`config.mk`:
```
export PLATFORM = sky130hd
export DESIGN_NAME = wiper_bank
export DESIGN_NICKNAME = d
export VERILOG_FILES = /design/src/rtl/wbank_pkg.sv /design/src/rtl/wbank_busy_timer.sv /design/src/rtl/wbank_stage.sv /design/src/rtl/wbank_channel.sv /design/src/rtl/wiper_bank.sv
export SDC_FILE = /design/constraint.sdc
export NUM_CORES = 1
export LEC_CHECK = 0
export BUFFER_PORTS_ARGS = -buffer_cell sky130_fd_sc_hd__buf_2
export CAP_MARGIN = 0
export CORE_UTILIZATION = 60
export DETAILED_ROUTE_END_ITERATION = 10
export HOLD_SLACK_MARGIN = 0.1
export PLACE_DENSITY_LB_ADDON = 0.08
export REMOVE_ABC_BUFFERS = 1
export SYNTH_ARGS = -nofsm -noshare
export SYNTH_HDL_FRONTEND = slang
export SYNTH_SLANG_ARGS = --single-unit
```
`constraint.sdc`:
```
create_clock -name clk -period 3.6 [get_ports clk]
set_input_delay 0.9 -clock clk [delete_from_list [all_inputs] [get_ports clk]]
set_output_delay 0.9 -clock clk [all_outputs]
set_load 0.05 [all_outputs]
```
`src/rtl/wbank_pkg.sv`:
```
package wbank_pkg;

    localparam int          PAGE_W      = 2;
    localparam int          NUM_PAGES   = 1 << PAGE_W;
    localparam logic [2:0]  CTRL_ADDR   = 3'd7;

    // Control byte layout: page in bits 2:1, retained-select in bit 0
    typedef struct packed {
        logic [PAGE_W-1:0] page;
        logic              nv_en;
    } ctrl_t;

    typedef enum logic [1:0] {
        TGT_NONE = 2'd0,
        TGT_CHAN = 2'd1,
        TGT_CTRL = 2'd2
    } target_e;

    function automatic target_e decode_target(input logic [2:0] a, input int unsigned nch);
        if (a == CTRL_ADDR)
            return TGT_CTRL;
        if ({29'd0, a} < nch)
            return TGT_CHAN;
        return TGT_NONE;
    endfunction

endpackage

```
`src/rtl/wbank_busy_timer.sv`:
```
module wbank_busy_timer #(
    parameter int CYCLES = 500000
) (
    input  logic clk,
    input  logic rst,
    input  logic load,
    output logic busy
);
    localparam int CNT_W = $clog2(CYCLES + 1);

    logic [CNT_W-1:0] cnt_q;

    always_ff @(posedge clk) begin
        if (rst)
            cnt_q <= '0;
        else if (load)
            cnt_q <= CNT_W'(CYCLES);
        else if (cnt_q != '0)
            cnt_q <= cnt_q - 1'b1;
    end

    assign busy = (cnt_q != '0);

endmodule

```
`src/rtl/wbank_stage.sv`:
```
module wbank_stage #(
    parameter int NCH    = 4,
    parameter int DATA_W = 8,
    parameter int PTR_W  = 2
) (
    input  logic                  clk,
    input  logic                  rst,
    input  logic                  clear,
    input  logic                  wr_en,
    input  logic [PTR_W-1:0]      wr_idx,
    input  logic [DATA_W-1:0]     wr_data,
    output logic [NCH-1:0]        valid,
    output logic [NCH*DATA_W-1:0] data
);
    for (genvar i = 0; i < NCH; i++) begin : g_entry
        logic              v_q;
        logic [DATA_W-1:0] d_q;
        logic              hit;

        assign hit = wr_en && (wr_idx == PTR_W'(i));

        always_ff @(posedge clk) begin
            if (rst || clear)
                v_q <= 1'b0;
            else if (hit)
                v_q <= 1'b1;
        end

        always_ff @(posedge clk) begin
            if (hit)
                d_q <= wr_data;
        end

        assign valid[i]                = v_q;
        assign data[i*DATA_W +: DATA_W] = d_q;
    end

endmodule

```
`src/rtl/wbank_channel.sv`:
```
module wbank_channel
    import wbank_pkg::*;
#(
    parameter int DATA_W = 8
) (
    input  logic              clk,
    input  logic              rst,
    input  logic              wiper_ld,
    input  logic [DATA_W-1:0] wiper_din,
    input  logic              dr_we,
    input  logic [PAGE_W-1:0] dr_idx,
    input  logic [DATA_W-1:0] dr_din,
    input  logic [PAGE_W-1:0] rd_idx,
    output logic [DATA_W-1:0] wiper_q,
    output logic [DATA_W-1:0] dr_q
);
    // Retained bytes: deliberately not reset, they survive a power cycle
    logic [DATA_W-1:0] dr_mem [NUM_PAGES];

    always_ff @(posedge clk) begin
        if (dr_we)
            dr_mem[dr_idx] <= dr_din;
    end

    always_ff @(posedge clk) begin
        if (rst)
            wiper_q <= dr_mem[0];
        else if (wiper_ld)
            wiper_q <= wiper_din;
    end

    assign dr_q = dr_mem[rd_idx];

endmodule

```
`src/rtl/wiper_bank.sv`:
```
module wiper_bank
    import wbank_pkg::*;
#(
    parameter int NCH         = 4,
    parameter int DATA_W      = 8,
    parameter int BUSY_CYCLES = 500000,
    localparam int PTR_W      = (NCH > 1) ? $clog2(NCH) : 1
) (
    input  logic                  clk,
    input  logic                  rst,
    input  logic                  wp_en,
    input  logic                  addr_valid,
    input  logic [7:0]            addr_byte,
    input  logic                  wr_valid,
    input  logic [DATA_W-1:0]     wr_byte,
    input  logic                  rd_req,
    input  logic                  stop,
    input  logic                  store_req,
    input  logic [PTR_W-1:0]      store_chan,
    output logic                  rd_valid,
    output logic [DATA_W-1:0]     rd_data,
    output logic                  rejected,
    output logic                  busy,
    output logic [NCH*DATA_W-1:0] wiper_pos
);
    localparam logic [PTR_W-1:0] LAST_CH = PTR_W'(NCH - 1);

    function automatic logic [PTR_W-1:0] ptr_next(input logic [PTR_W-1:0] p);
        return (p == LAST_CH) ? '0 : p + 1'b1;
    endfunction

    ctrl_t              ctrl_q;
    target_e            tgt_q;
    logic [PTR_W-1:0]   ptr_q;
    logic [PAGE_W-1:0]  stage_page_q;
    logic               rd_valid_q;
    logic [DATA_W-1:0]  rd_data_q;
    logic               rej_q;

    logic [NCH-1:0]        stg_valid;
    logic [NCH*DATA_W-1:0] stg_data;
    logic [DATA_W-1:0]     wiper_q [NCH];
    logic [DATA_W-1:0]     dr_q    [NCH];

    logic      accept, do_addr, do_wr, do_rd, do_stop;
    logic      chan_wr, chan_rd, stage_wr, commit, store_ok, busy_load, rej_d;
    target_e   addr_tgt;
    logic [DATA_W-1:0] rd_word;

    // ---------------- request qualification ----------------
    always_comb begin
        accept   = !busy;
        do_addr  = accept && addr_valid;
        do_wr    = accept && wr_valid && !addr_valid;
        do_rd    = accept && rd_req && !addr_valid && !wr_valid;
        do_stop  = accept && stop;
        addr_tgt = decode_target(addr_byte[2:0], NCH);

        chan_wr  = do_wr && (tgt_q == TGT_CHAN);
        chan_rd  = do_rd && (tgt_q == TGT_CHAN);
        stage_wr = chan_wr && ctrl_q.nv_en;

        commit   = do_stop && wp_en && (|stg_valid);
        store_ok = accept && store_req && !commit && (ctrl_q.page == '0) && wp_en;
        busy_load = commit || store_ok;

        rej_d = (busy && (addr_valid || wr_valid || rd_req || store_req)) ||
                (!busy && store_req && (commit || (ctrl_q.page != '0)));
    end

    // ---------------- read data selection ----------------
    always_comb begin
        unique case (tgt_q)
            TGT_CTRL: rd_word = {{(DATA_W-3){1'b0}}, ctrl_q};
            TGT_CHAN: rd_word = ctrl_q.nv_en ? dr_q[ptr_q] : wiper_q[ptr_q];
            default:  rd_word = '0;
        endcase
    end

    // ---------------- command state ----------------
    always_ff @(posedge clk) begin
        if (rst) begin
            ctrl_q       <= '0;
            tgt_q        <= TGT_CHAN;
            ptr_q        <= '0;
            stage_page_q <= '0;
            rd_valid_q   <= 1'b0;
            rd_data_q    <= '0;
            rej_q        <= 1'b0;
        end else begin
            rd_valid_q <= do_rd;
            rej_q      <= rej_d;
            if (do_rd)
                rd_data_q <= rd_word;

            if (do_addr) begin
                tgt_q <= addr_tgt;
                if (addr_tgt == TGT_CHAN)
                    ptr_q <= addr_byte[PTR_W-1:0];
            end else if (chan_wr || chan_rd) begin
                ptr_q <= ptr_next(ptr_q);
            end

            if (do_wr && (tgt_q == TGT_CTRL))
                ctrl_q <= ctrl_t'(wr_byte[2:0]);

            if (stage_wr)
                stage_page_q <= ctrl_q.page;
        end
    end

    // ---------------- staging buffer ----------------
    wbank_stage #(
        .NCH    (NCH),
        .DATA_W (DATA_W),
        .PTR_W  (PTR_W)
    ) u_stage (
        .clk     (clk),
        .rst     (rst),
        .clear   (do_stop),
        .wr_en   (stage_wr),
        .wr_idx  (ptr_q),
        .wr_data (wr_byte),
        .valid   (stg_valid),
        .data    (stg_data)
    );

    // ---------------- busy window ----------------
    wbank_busy_timer #(
        .CYCLES (BUSY_CYCLES)
    ) u_busy (
        .clk  (clk),
        .rst  (rst),
        .load (busy_load),
        .busy (busy)
    );

    // ---------------- channels ----------------
    for (genvar i = 0; i < NCH; i++) begin : g_ch
        logic              sel;
        logic              wiper_ld;
        logic [DATA_W-1:0] wiper_din;
        logic              dr_we;
        logic [PAGE_W-1:0] dr_idx;
        logic [DATA_W-1:0] dr_din;

        always_comb begin
            sel       = (ptr_q == PTR_W'(i));
            wiper_ld  = sel && (chan_wr || (chan_rd && ctrl_q.nv_en));
            wiper_din = do_wr ? wr_byte : dr_q[i];
            dr_we     = (commit && stg_valid[i]) ||
                        (store_ok && (store_chan == PTR_W'(i)));
            dr_idx    = commit ? stage_page_q : '0;
            dr_din    = commit ? stg_data[i*DATA_W +: DATA_W] : wiper_q[i];
        end

        wbank_channel #(
            .DATA_W (DATA_W)
        ) u_ch (
            .clk       (clk),
            .rst       (rst),
            .wiper_ld  (wiper_ld),
            .wiper_din (wiper_din),
            .dr_we     (dr_we),
            .dr_idx    (dr_idx),
            .dr_din    (dr_din),
            .rd_idx    (ctrl_q.page),
            .wiper_q   (wiper_q[i]),
            .dr_q      (dr_q[i])
        );

        assign wiper_pos[i*DATA_W +: DATA_W] = wiper_q[i];
    end

    assign rd_valid = rd_valid_q;
    assign rd_data  = rd_data_q;
    assign rejected = rej_q;

endmodule

```
==> impl_metrics.csv <==
group,metric,value,unit
outcome,status,"completed",
setup_path,cp-startpoint,"u_busy.cnt_q[0]$_SDFFE_PP0P_",
synthesis,ys.flop_type,"edfxtp_1",
synthesis,synthesis.instances,758,
setup_path,crit_slowest_cell,"or3b_1",
clock_tree,post_cts_buffers,0,
synthesis,synthSimpleGateAreaFrac,0.118,
sta,finalSetupViolCount,0,
die,ioPinCount,69,
synthesis,synth_edf_count,192,
sta,finalHoldViolCount,0,
setup_path,worstPathArrival,2.48,ns
sta,relSlewSlack,0.430,
synthesis,yosys-top-cells-area,"edfxtp_1 (55%), dfxtp_1 (8.4%), mux4_2 (7.3%), mux2_1 (3.5%), a21oi_1 (2.5%)",
setup_path,rr_worst_depth,8,
hold_path,whs_endpoint,"rd_data[3]$_SDFFE_PP0N_",
setup_path,r2r-end,"g_ch[0].u_ch.dr_mem[1][3]$_DFFE_PP_",
routing,vias,6995,
synthesis,synth_top_family_by_area,"multiplexers",
setup_path,path_max_fanout,11,
finish,syn_to_final_growth,14.0,%
die,core-area,17200,sq um
synthesis,avgSynthCellArea,13.9,sq um
synthesis,synth_compound_area_frac,0.0763,
setup_path,cp.required,2.70,ns
setup_path,max_stage_delay,0.52,ns
setup_path,critPathBufInv,4,
routing,routed-wl-met2,13.2,mm
die,start_util,0.612,
global_routing,overflow,0,
die,rows,48,
synthesis,synth.top_cell.area_share,0.547,
hold_path,min_path_cells,2,
sta,fmax,296,MHz
setup_path,rr_startpoint,"u_busy.cnt_q[0]$_SDFFE_PP0P_",
hold_path,hp-class,"register to register",
finish,fin_nets,873,
global_routing,grt_antenna_before_repair,0,
setup_path,end_kind,"primary output",
clock_tree,cts_buffers,24,
job,cap_violations,0,
finish,fin_cells,1083,
sta,rsz0062_at_grt,"false",
placed_design,numPortBuffers,63,
finish,drive_gt1_frac,0.227,
setup_path,reg2reg_slack,0.70,ns
clock_tree,insertion_delay,0.52,ns
synthesis,synthAdderAreaFrac,0.00831,
sta,period_needed,3.38,ns
die,die_y,135,um
sta,tightest_slew,0.854,ns
synthesis,synth_top_area_cell,"edfxtp_1",
sta,slew_violations,0,
clock_tree,cts.htree.levels,1,
clock_tree,cts_tree,"done",
sta,hold_ws,0.472,ns
synthesis,ys_types,65,
routing,drc,0,
finish,nFillCells,1177,
die,die_w,135,um
setup_path,crit_type,"register to primary output",
routing,drtAntennaViolNets,0,
synthesis,seq_area_frac_synth,0.631,
finish,num_antenna_cells,0,
routing,totalWireLength,27.5,mm
routing,drt-pass1-iter-count,5,
clock_tree,cts-root-buf,"clkbuf_16",
synthesis,synth_xor_area_frac,0.00997,
clock_tree,cts.sinks,236,
setup_path,crit_family,"simple AND/OR/NAND/NOR gates",
global_routing,track_usage,0.315,
clock_tree,cts_hold_buf,0,
hold_path,hp-start,"rd_data[3]$_SDFFE_PP0N_",
clock_tree,clockBufferDepth,3,
synthesis,synth_warnings,0,
synthesis,synthArstFlopShare,0,
placed_design,dp.cells,1039,
power,p_leak,4.14,nW
sta,clock_skew,0.00838,ns
power,peakVddDrop,701,uV
routing,wl_met3,2.81,mm
setup_path,crit_chain,"inv_1 -> ha_1 -> or3b_1 -> nor3_1 -> buf_4 -> inv_2 -> buf_2",
synthesis,ys_ff_latch,236,
sta,fin_crit_sh,0.938,
routing,drt_iter0_drc,670,
global_routing,grt_pass1_vias,7030,
clock_tree,cts_resized,0,
finish,post-route-util,0.697,
placed_design,dp_hpwl,18.5,mm
power,power_density,628,nW/um^2
synthesis,synth_mux_area_frac,0.134,
setup_path,critical_path.startpoint_type,"register",
clock_tree,cts.clk_slew.worst_paths,0.06,ns
sta,setup-tns-final,0,ns
routing,post_drt_wl_per_cell,25.4,um
routing,vias_per_cell,6.46,
placed_design,gp_congestion,0.910,
routing,drt-met1-wl,10.6,mm
synthesis,syn_area,10500,sq um
routing,top_layer,"met4",
global_routing,grt_max_degree,45,
global_routing,grt_pass1_wl,41.3,mm
die,die_area,18100,sq um
synth_stat cells (all sizes together) (11+ instances only):
| cell type | instances |
|---|---|
| edfxtp | 192 |
| nand2 | 63 |
| a21oi | 52 |
| mux2 | 45 |
| dfxtp | 44 |
| nor2 | 44 |
| nor2b | 36 |
| mux4 | 34 |
| nor3 | 22 |
| buf | 20 |
| clkbuf | 19 |
| o21ai | 17 |
| o22ai | 16 |
| mux2i | 14 |
| inv | 13 |
| a31oi | 12 |
| nand3 | 12 |
| nand4 | 11 |
how the worst max path moves through the flow:
stage | to | depth (start not counted)
2_1_floorplan | g_ch[1].u_ch.dr_mem[1][0]$_DFFE_PP_ | 6
3_3_place_gp | g_ch[3].u_ch.dr_mem[1][5]$_DFFE_PP_ | 8
3_5_place_dp | g_ch[3].u_ch.dr_mem[1][5]$_DFFE_PP_ | 8
4_1_cts | busy | 7
5_1_grt | busy | 6
6_report | busy | 7
cell families (layout without fill, tap and decap cells):
| kind of cell | count (synthesis) | count (layout) |
|---|---|---|
| DFF | 236 | 236 |
| muxes | 93 | 93 |
| buffers and inverters | 53 | 153 |
| and+or+nand+nor | 227 | 227 |
| xor gates and xnor gates | 12 | 12 |
| AOI/OAI and AO/OA | 130 | 130 |
| adders and majority gates | 7 | 7 |
state kept, by name, indices dropped and copies added (netlist names), named ones only:
signal               flops
u_stage.g_entry.v_q      4
u_busy.cnt_q            19
rd_data                  8
g_ch.u_ch.wiper_q       32
u_stage.g_entry.d_q     32
g_ch.u_ch.dr_mem       128
stage_page_q             2
rd_valid                 1
ctrl_q                   3
ptr_q                    2
tgt_q                    2
rejected                 1
routing by layer:
metal / vias up / global-route usage
met3: 59 / 0.0679
met4: 0 / 0.128
li1: 3077 / -
met1: 3451 / 0.424
met5: - / 0
met2: 408 / 0.502
area by class of cell:
cell class / instances / area (sq um) / share of cell area
Sequential cell: 236 / 6650 / 0.553
Multi-Input combinational cell: 469 / 3660 / 0.305
Clock buffer: 26 / 608 / 0.0506
Timing Repair Buffer: 95 / 568 / 0.0473
Tap cell: 225 / 282 / 0.0234
Clock inverter: 18 / 191 / 0.0159
Inverter: 14 / 52.6 / 0.00437
worst reg2reg max path, delay by kind of cell, from the launching register on:
| family | cells | cell delay, ns |
|---|---|---|
| adders and majority gates | 1 | 0.30 |
| buffers and inverters | 3 | 0.39 |
| DFF | 1 | 0.32 |
| and+or+nand+nor | 4 | 1.54 |
cell usage in the layout, fill, tap and decap left out, drive strengths merged, types with 2 or more instances in the layout:
cell,synthesis,final
nor2,44,44
clkbuf,19,26
a211o,2,2
a31oi,12,12
o21bai,4,4
ha,7,7
nor3,22,22
clkinv,1,14
buf,20,95
dfxtp,44,44
xor2,5,5
nor3b,2,2
nor4,8,8
a211oi,3,3
or3b,2,2
a221oi,3,3
o21a,3,3
inv,13,13
o41ai,2,2
mux2i,14,14
nand3,12,12
o22ai,16,16
a21oi,52,52
and3b,2,2
a22o,6,6
o221ai,2,2
or4,4,4
nor2b,36,36
xnor2,7,7
mux4,34,34
mux2,45,45
and2,8,8
nand2,63,63
edfxtp,192,192
nand4,11,11
nand2b,8,8
o21ai,17,17
bufinv,0,4
where the power goes:
part	leakage, nW	switching, mW	internal (mW)
clock network	0.385	1.02	1.50
logic	1.65	1.12	0.605
registers	2.10	0.188	3.11
total	4.14	2.33	5.22
stage by stage:
step,setup WS (ns),total power [mW],instance area [sq um]
detailed placement,0.716,5.04,11200
global placement,0.763,5.00,11200
CTS,0.222,7.54,12000
finish,0.224,7.55,12000
global route,0.114,7.83,12000
floorplan,0.408,4.53,10300
Power figures use the tool's default switching activity.
